File: config.mk
export PLATFORM = sky130hd
export DESIGN_NAME = hb_deadtime_ctrl
export DESIGN_NICKNAME = d
export VERILOG_FILES = /design/src/rtl/hb_pkg.sv /design/src/rtl/hb_cmd_decode.sv /design/src/rtl/hb_dt_timer.sv /design/src/rtl/hb_phase_fsm.sv /design/src/rtl/hb_deadtime_ctrl.sv
export SDC_FILE = /design/constraint.sdc
export NUM_CORES = 1
export LEC_CHECK = 0
export BUFFER_PORTS_ARGS = -buffer_cell sky130_fd_sc_hd__buf_2
export CAP_MARGIN = 20
export CORE_UTILIZATION = 46
export DETAILED_ROUTE_END_ITERATION = 12
export PLACE_DENSITY_LB_ADDON = 0.08
export SLEW_MARGIN = 20
export SYNTH_ARGS = -nofsm -noshare
export SYNTH_HDL_FRONTEND = slang
export SYNTH_HIERARCHICAL = 1
export SYNTH_SLANG_ARGS = --single-unit
File: constraint.sdc
create_clock -name clk -period 1.9 [get_ports clk]
set_clock_uncertainty 0.1 [all_clocks]
set_input_delay 0.38 -clock clk [delete_from_list [all_inputs] [get_ports clk]]
set_output_delay 0.38 -clock clk [all_outputs]
set_load 0.02 [all_outputs]
File: src/rtl/hb_pkg.sv
// Shared types for the half-bridge dead-time controller.
// Assumes: the command code comes from an external comparator as 2 bits.
package hb_pkg;

    // Command codes as they arrive on the pin pair
    localparam logic [1:0] CODE_LO  = 2'b00;
    localparam logic [1:0] CODE_MID = 2'b01;
    localparam logic [1:0] CODE_HI  = 2'b10;

    // Qualified request after enable and supply gating
    typedef enum logic [1:0] {
        REQ_OFF = 2'd0,
        REQ_LO  = 2'd1,
        REQ_HI  = 2'd2
    } req_t;

    // Phase of the bridge sequencer
    typedef enum logic [1:0] {
        PH_IDLE = 2'd0,
        PH_LS   = 2'd1,
        PH_HS   = 2'd2,
        PH_DEAD = 2'd3
    } phase_t;

endpackage

File: src/rtl/hb_cmd_decode.sv
// Command qualifier: maps the 2-bit command plus the enable and
// undervoltage flags onto a single side request.
// Assumes: inputs are already synchronous to clk; purely combinational.
module hb_cmd_decode
    import hb_pkg::*;
(
    input  logic [1:0] code_i,
    input  logic       drv_en_i,
    input  logic       hs_uv_i,
    output req_t       req_o
);

    // Decode command; middle and reserved codes, disable and UV map to off
    always_comb begin
        req_o = REQ_OFF;
        if (drv_en_i) begin
            unique case (code_i)
                CODE_LO:  req_o = REQ_LO;
                CODE_HI:  req_o = hs_uv_i ? REQ_OFF : REQ_HI;
                CODE_MID: req_o = REQ_OFF;
                default:  req_o = REQ_OFF;
            endcase
        end
    end

endmodule

File: src/rtl/hb_dt_timer.sv
// Dead-time down-counter: loads the programmed count when an enable
// drops and flags expiry on its last dead cycle.
// Assumes: load is a single-cycle strobe from the sequencer; a load
// value of zero is clamped to one so every dead interval is nonempty.
module hb_dt_timer #(
    parameter int DT_W = 5
) (
    input  logic            clk,
    input  logic            rst_n,
    input  logic            load_i,
    input  logic [DT_W-1:0] load_val_i,
    output logic            expired_o
);

    localparam logic [DT_W-1:0] ONE = DT_W'(1);

    logic [DT_W-1:0] cnt_q;

    // Count register: load on strobe, else step down to zero
    always_ff @(posedge clk) begin
        if (!rst_n) begin
            cnt_q <= '0;
        end else if (load_i) begin
            cnt_q <= (load_val_i == '0) ? ONE : load_val_i;
        end else if (cnt_q != '0) begin
            cnt_q <= cnt_q - ONE;
        end
    end

    // Last dead cycle reached (or counter idle)
    always_comb begin
        expired_o = (cnt_q <= ONE);
    end


    cnt_step_chk: assert property (@(posedge clk) disable iff (!rst_n)
        (!load_i && cnt_q != '0) |=> (cnt_q == $past(cnt_q) - ONE));


    load_nonzero_chk: assert property (@(posedge clk) disable iff (!rst_n)
        load_i |=> (cnt_q != '0));

endmodule

File: src/rtl/hb_phase_fsm.sv
// Bridge sequencer: holds one side on while it stays requested, passes
// through a dead phase after every drop, then serves the current request.
// Assumes: expired_i comes from hb_dt_timer loaded by load_o.
module hb_phase_fsm
    import hb_pkg::*;
(
    input  logic clk,
    input  logic rst_n,
    input  req_t req_i,
    input  logic expired_i,
    output logic load_o,
    output logic hs_en_o,
    output logic ls_en_o
);

    phase_t ph_q, ph_d;

    // Next phase and timer load strobe
    always_comb begin
        ph_d   = ph_q;
        load_o = 1'b0;
        unique case (ph_q)
            PH_IDLE: begin
                if (req_i == REQ_HI)      ph_d = PH_HS;
                else if (req_i == REQ_LO) ph_d = PH_LS;
            end
            PH_HS: begin
                if (req_i != REQ_HI) begin
                    ph_d   = PH_DEAD;
                    load_o = 1'b1;
                end
            end
            PH_LS: begin
                if (req_i != REQ_LO) begin
                    ph_d   = PH_DEAD;
                    load_o = 1'b1;
                end
            end
            PH_DEAD: begin
                if (expired_i) begin
                    if (req_i == REQ_HI)      ph_d = PH_HS;
                    else if (req_i == REQ_LO) ph_d = PH_LS;
                    else                      ph_d = PH_IDLE;
                end
            end
            default: ph_d = PH_IDLE;
        endcase
    end

    // Phase and registered gate enables, both cleared in reset
    always_ff @(posedge clk) begin
        if (!rst_n) begin
            ph_q    <= PH_IDLE;
            hs_en_o <= 1'b0;
            ls_en_o <= 1'b0;
        end else begin
            ph_q    <= ph_d;
            hs_en_o <= (ph_d == PH_HS);
            ls_en_o <= (ph_d == PH_LS);
        end
    end


    dead_hold_chk: assert property (@(posedge clk) disable iff (!rst_n)
        (ph_q == PH_DEAD && !expired_i) |=> (ph_q == PH_DEAD));


    drop_to_dead_chk: assert property (@(posedge clk) disable iff (!rst_n)
        ($fell(hs_en_o) || $fell(ls_en_o)) |-> (ph_q == PH_DEAD));

endmodule

File: src/rtl/hb_deadtime_ctrl.sv
// Tri-level PWM dead-time controller, top level. Qualifies the 2-bit
// command, sequences the bridge and times the dead interval.
// Assumes: all inputs synchronous to clk; dt_cycles is read only in the
// edge where an enable falls.
module hb_deadtime_ctrl
    import hb_pkg::*;
#(
    parameter  int CLK_PERIOD_PS = 8000,
    parameter  int DT_MAX_PS     = 220000,
    localparam int DT_MIN_CYC    = (DT_MAX_PS + CLK_PERIOD_PS - 1) / CLK_PERIOD_PS,
    localparam int DT_W          = $clog2(DT_MIN_CYC + 2)
) (
    input  logic            clk,
    input  logic            rst_n,
    input  logic [1:0]      pwm_code,
    input  logic            drv_en,
    input  logic            hs_uv,
    input  logic [DT_W-1:0] dt_cycles,
    output logic            hs_en,
    output logic            ls_en
);

    req_t req;
    logic dt_load;
    logic dt_expired;

    hb_cmd_decode u_dec (
        .code_i   (pwm_code),
        .drv_en_i (drv_en),
        .hs_uv_i  (hs_uv),
        .req_o    (req)
    );

    hb_dt_timer #(.DT_W(DT_W)) u_tmr (
        .clk        (clk),
        .rst_n      (rst_n),
        .load_i     (dt_load),
        .load_val_i (dt_cycles),
        .expired_o  (dt_expired)
    );

    hb_phase_fsm u_fsm (
        .clk       (clk),
        .rst_n     (rst_n),
        .req_i     (req),
        .expired_i (dt_expired),
        .load_o    (dt_load),
        .hs_en_o   (hs_en),
        .ls_en_o   (ls_en)
    );

    // ---------------- checker state for the dead-gap property ----------------
    localparam int GW = DT_W + 1;
    logic [GW-1:0]   gap_q;
    logic [DT_W-1:0] dt_snap_q;
    logic            armed_q;
    logic [GW-1:0]   dt_eff;

    // Track off cycles since the last drop and the count in force then
    always_ff @(posedge clk) begin
        if (!rst_n) begin
            gap_q     <= '0;
            dt_snap_q <= '0;
            armed_q   <= 1'b0;
        end else if (dt_load) begin
            gap_q     <= GW'(1);
            dt_snap_q <= dt_cycles;
            armed_q   <= 1'b1;
        end else if (!hs_en && !ls_en && gap_q != '1) begin
            gap_q <= gap_q + GW'(1);
        end
    end

    // Effective interval with zero clamped to one
    always_comb begin
        dt_eff = (dt_snap_q == '0) ? GW'(1) : {1'b0, dt_snap_q};
    end


    no_overlap_chk: assert property (@(posedge clk) disable iff (!rst_n)
        !(hs_en && ls_en));


    reset_clear_chk: assert property (@(posedge clk)
        !rst_n |=> (!hs_en && !ls_en));


    disable_off_chk: assert property (@(posedge clk) disable iff (!rst_n)
        !drv_en |=> (!hs_en && !ls_en));


    mid_off_chk: assert property (@(posedge clk) disable iff (!rst_n)
        (pwm_code == 2'b01 || pwm_code == 2'b11) |=> (!hs_en && !ls_en));


    uv_hs_off_chk: assert property (@(posedge clk) disable iff (!rst_n)
        hs_uv |=> !hs_en);


    hs_rise_cause_chk: assert property (@(posedge clk) disable iff (!rst_n)
        $rose(hs_en) |-> $past(pwm_code == 2'b10 && drv_en && !hs_uv));


    ls_rise_cause_chk: assert property (@(posedge clk) disable iff (!rst_n)
        $rose(ls_en) |-> $past(pwm_code == 2'b00 && drv_en));


    dead_gap_chk: assert property (@(posedge clk) disable iff (!rst_n)
        ($rose(hs_en) || $rose(ls_en)) |-> (!armed_q || $past(gap_q) >= dt_eff));

endmodule

Yosys cells after proc, flatten, opt, wreduce, memory -nomap -nowiden --
Index checks and enable logic that the tools add are counted.
Operators by class: reduce and logical (&&, ||, !) cells 5, multiplexer cells 17, add/sub/neg operators 1, $mul 0, shift operators 0, equal/unequal tests 10, div/mod/pow operators 0, magnitude comparators 1, bitwise gates (word level) 0
Operators by type and width (number):
- 2-bit 2-to-1 mux | 8
- 5-bit 2-to-1 mux | 3
- 2-bit == test (second input constant) | 5
- 2-bit case mux with 4 select lines | 1
- 2-bit by 1-bit == test with 1-bit output (second input constant) | 3
- 5-bit by 1-bit <= comparator with 1-bit output (second input constant) | 1
- 5-bit logical NOT | 1
- 5-bit nonzero test | 1
- 5-bit by 1-bit subtractor with 5-bit output (second input constant) | 1
- 2-bit logical NOT | 2
- 2-bit case mux with 2 select lines | 1
- 1-bit 2-to-1 mux | 3
- 2-bit by 1-bit inequality test with 1-bit output (second input constant) | 1
- 2-bit inequality test (second input constant) | 1
- 1-bit case mux with 2 select lines | 1
- 2-bit nonzero test | 1
Storage, ports and cells: memory bits (read-only) 0, memories kept 0, word-level logic and storage cells 38, output and inout bits 2, register bits after elaboration 9, latch bits 0, memory bits (writable) 0

Logic depth before layout (Yosys ltp) --
word-level depth 9, mapped depth 7, mapped depth without buffers 7

Hierarchy --
The synthesis kept the hierarchy.
Modules (own cells, without submodules):
- hb_phase_fsm | sequential area each 80.1 um2, cells an instance 35, instances 1, area each 320.3 um2
- hb_dt_timer | sequential area each 100.1 um2, cells an instance 36, instances 1, area each 300.3 um2
- hb_cmd_decode | sequential area each 0.0 um2, cells an instance 2, instances 1, area each 20.0 um2

Worst setup path before layout --
OpenSTA, ideal clock, no wires.
path type in2reg, start input port pwm_code[1], end register u_tmr.cnt_q[0], arrival time 1.618 ns, stages on the path 7, path slack 0.051 ns, data required time 1.668 ns, buffers on the path 0, library setup time 0.132 ns, cell sequence nor3b_1 or2b_1 o21ai_0 nor2_1 inv_1 nor3_1 a311oi_1
Between the ends: cells in the longest elaborated chain, start to end 7, elaborated cells between the ends (all ways) 11, those cells by class eq/ne (3); mux (6); reduce/logical (2)
RTL lines:
- start: declaration | line hb_deadtime_ctrl.sv:15 | input logic [1:0] pwm_code,
- 2-bit == test / 2-bit logical NOT (equally long branches) | line hb_cmd_decode.sv:17 | unique case (code_i)
- 2-bit case mux with 2 select lines (*) | line hb_cmd_decode.sv:17
- 2-bit 2-to-1 mux (*) | line hb_cmd_decode.sv:16 | if (drv_en_i) begin
- 2-bit by 1-bit inequality test with 1-bit output / 2-bit inequality test (equally long branches) | line hb_phase_fsm.sv:34, hb_phase_fsm.sv:28
- 1-bit 2-to-1 mux (on tied branches) | line hb_phase_fsm.sv:34, hb_phase_fsm.sv:28
- 1-bit case mux with 2 select lines (*) | line hb_phase_fsm.sv:22 | unique case (ph_q)
- net dt_load | line hb_deadtime_ctrl.sv:24 | logic dt_load;
- 5-bit 2-to-1 mux / 2-bit nonzero test (equally long branches)
- end signal: assignment | line hb_dt_timer.sv:24 | cnt_q <= (load_val_i == '0) ? ONE : load_val_i;
- end signal: assignment | line hb_dt_timer.sv:26 | cnt_q <= cnt_q - ONE;
- end: declaration | line hb_dt_timer.sv:17 | logic [DT_W-1:0] cnt_q;
Mark *: on every way through the listed nets, which the timed path passes. The rest lies on a longest branch. A chain may end at the register's enable or synchronous reset.

Worst setup path after layout --
start register u_tmr.cnt_q[1], end register u_fsm.hs_en_o
Between the ends: cells in the longest elaborated chain, start to end 4
RTL lines:
- 5-bit by 1-bit <= comparator with 1-bit output | line hb_dt_timer.sv:32 | expired_o = (cnt_q <= ONE);
- net dt_expired | line hb_deadtime_ctrl.sv:25 | logic dt_expired;
- 2-bit 2-to-1 mux | line hb_phase_fsm.sv:40 | if (expired_i) begin
- 2-bit case mux with 4 select lines | line hb_phase_fsm.sv:22
- 2-bit == test | line hb_phase_fsm.sv:58 | hs_en_o <= (ph_d == PH_HS);
- end signal: assignment | line hb_phase_fsm.sv:58
- end: declaration | line hb_phase_fsm.sv:12 | output logic hs_en_o,
The timed path passes the listed nets, and every way through them passes these cells.

==> summary.md <==
| Metric | Value |
|---|---|
| Synthesized area | 641 µm² |
| Fmax | around 560 MHz |
| Post-DP Area | slightly above 800 µm² |
| Worst Hold Class | in -> reg |
| Register area share after synthesis | approximately 28% |
| CTS buffer count | 3 |
| CP endpoint kind | flip-flop |
| Pleak | 0.404 nW |
| Syn nets | 92 |
| Die Area | 1550 µm² |
| Area of the core | about 1300 µm² |
| Largest net degree at the start of global routing | 11 |
| Area of the multi-input gates | 438 µm² |
| RSZ-0062 raised after global routing | false |
| First-pass GRT wire length | 2280 µm |
| Chip height | between 30 and 40 µm |
| WHS Endpoint | u_tmr/cnt_q[2] |
| Worst setup SP type | flip-flop |
| Status | finished clean |
| Initial DRC Count | 19 |
| Drt first pass iters | 5 |
| IO Pins | 13 |
| Clock sinks | 9 |
| Total routed wirelength | approximately 1600 µm |
| Hold Path Origin | dt_cycles[2] |
| Worst-skew pair later-pin latency | 0.27 ns |
| Critical Setup Path Class | reg -> reg |
| EDFF count, synth | 0 |
| Post-Syn Instances | 73 |
| Gr usage total | a little under a quarter |
| Endpoints failing setup | 0 |
| Cts hold-fix bufs | 0 |
| GRT overflow | 0 |
| Wirelength per Cell | roughly 13 µm |
| Syn Area/Cell | 8.78 µm² |
| Worst R2R End | u_fsm/hs_en_o |
| Vias in the first global route | between 500 and 600 |
| Root Driver | clkbuf_4 |
| Max cap viols | 0 |
| Synth-to-Final Area Change | 34.4% |
| Flops & latches, synth | 9 |
| Worst r2r path cells | 7 |
| Final Util | 66.2% |
| PwrDens | 1410 nW/µm² |
| Drt drc | 0 |
| Clk buf depth | 2 |
| ANT nets after route | 0 |
| Total Power Consumption | approximately 1.2 mW |
| Design Area, Final | approximately 860 µm² |
| IO Port Bufs | 12 |
| Setup_tns | 0 ns |
| Fin crit period | roughly 1.8 ns |
| Arrival time at the worst endpoint | 1.89 ns |
| Antenna violations before repair | 0 |
| Layout cells sized above 1 | between 30% and 40% |
| Fill cells | ~110 |
| Flop2flop setup slack | roughly 0.11 ns |
| CTS tree | yes |
| Worst flop-to-flop path startpoint | u_tmr/cnt_q[1] |
| Peak supply drop | 0.000828 V |
| FP Rows | 13 |
| Gpl congestion | a little under 0.8 |
| Hold depth | 3 |
| Fin worst setup slack | roughly 0.11 ns |
| Vias | around 640 |
| # nets final | about 120 |
| CTS clk-pin slew, worst paths | about 0.070 ns |
| Hold Vio Cnt, Final | 0 |
| Ys Warns | 6 |
| Tcrit/Tclk final | 94.0% |
| ANT cells | 0 |
| Pins Over Slew Limit | 0 |
| Placement Setup Slack | -0.107 ns |
| Starting density of the core | roughly 49% |
| Final HPWL DP | ~1200 µm |
| Die X | 39.3 µm |
| Least-Margin Pin Slew | approximately 0.45 ns |
| Dominant synthesized flop cell | dfxtp_1 |
| Slew Limit Headroom | 70.0% |
| Yosys cell types | 31 |
| H-tree depth | 1 |
| FF/Latch Area | between 150 and 200 µm² |
| Worst EP required | ~2.0 ns |
| Critical path peak fanout | 3 |
| Vias per inst | 5.42 |
| Async SR Flop Fraction | 0% |
[registers in the layout (all words and copies together) (netlist names)]
name	cells
u_tmr/cnt_q	5
u_fsm/ls_en_o	1
u_fsm/hs_en_o	1
u_fsm/ph_q	2
[synth_stat cells, types with 2 or more instances]
library cell | instances | area (µm²)
nand3_1 | 5 | 25.0
o211ai_1 | 2 | 15.0
nor3_1 | 2 | 10.0
o31ai_1 | 2 | 15.0
dfxtp_1 | 9 | 180
inv_1 | 8 | 30.0
ha_1 | 8 | 100
nand2_1 | 4 | 15.0
mux2i_1 | 2 | 20.0
o21ai_0 | 4 | 20.0
nor2_1 | 5 | 18.8
a21boi_0 | 3 | 22.5
[metrics by stage]
stage / hold WS [ns] / std cells
finish: 0.298 / 118
CTS: 0.287 / 117
global placement: 0.394 / 113
detailed placement: 0.412 / 113
floorplan: 0.375 / 73
global route: 0.302 / 118
[worst max path at each step]
stage,start,to,slack (ns),depth (start not counted)
after floorplan,pwm_code[1],u_tmr/cnt_q[0],0.05,7
after global placement,pwm_code[1],u_tmr/cnt_q[3],-0.08,10
after detailed placement,pwm_code[1],u_tmr/cnt_q[3],-0.11,10
after CTS,u_fsm/ph_q[0],u_tmr/cnt_q[3],0.0005,8
after global routing,u_tmr/cnt_q[1],u_fsm/ls_en_o,0.002,7
final,u_tmr/cnt_q[1],u_fsm/hs_en_o,0.11,7
[worst max-delay path, stage by stage, from the launching register on]
cell,delay (ns)
dfxtp_1,0.33
inv_1,0.06
ha_1,0.17
o211a_1,0.25
mux2i_1,0.14
a2111oi_2,0.31
buf_4,0.18
o2111a_1,0.18
[power breakdown]
part	leakage [nW]	total (mW)	switching, mW	internal [mW]
Sequential	0.0746	0.308	0.0519	0.256
Clock	0.0177	0.149	0.0716	0.0778
Combinational	0.312	0.752	0.382	0.370
Total	0.404	1.21	0.505	0.705
[layer usage]
| metal | vias up | share of wire [%] | GRT usage [%] |
|---|---|---|---|
| li1 | 329 | - | - |
| met1 | 280 | 44 | 30.2 |
| met2 | 26 | 47 | 35.4 |
| met3 | 4 | 7.4 | 8.52 |
| met4 | 0 | 1.1 | 5.17 |
| met5 | - | 0 | 0 |
[area by class of cell]
cell class	instances	share of cell area, %
timing repair buffer	26	19.2
tap	15	2.18
inverter	8	3.49
multi-input combinational	56	50.9
clock buffer	3	2.62
sequential	9	21.1
clock inverter	1	0.581
[cells in the final DEF (no fill, tap or decap), drive strengths merged, types with 2 or more instances in the layout]
cell type / Yosys / routed
a21boi: 4 / 4
o21ai: 4 / 4
inv: 8 / 8
a2111oi: 2 / 2
nand2b: 2 / 2
nand3: 5 / 5
clkbuf: 0 / 3
buf: 0 / 26
mux2i: 2 / 2
dfxtp: 9 / 9
nor2: 5 / 5
nand2: 4 / 4
ha: 8 / 8
nor3: 2 / 2
o211ai: 2 / 2
o31ai: 2 / 2
[cells by family after synthesis]
kind of cell    synth area share [%]
compound gates                  24.2
fa+ha+maj                       15.6
buf+inv                         4.69
mux                             3.13
flops                           28.1
xor+xnor                        1.37
simple gates                    22.9
[repair_timing]
action	4_1_cts	5_1_grt
setup buffers	0	1
endpoints found under the hold margin	0	0
resized for setup	0	4
endpoints found under the setup margin	0	7
No activity file was read; power rests on OpenSTA's default activity.
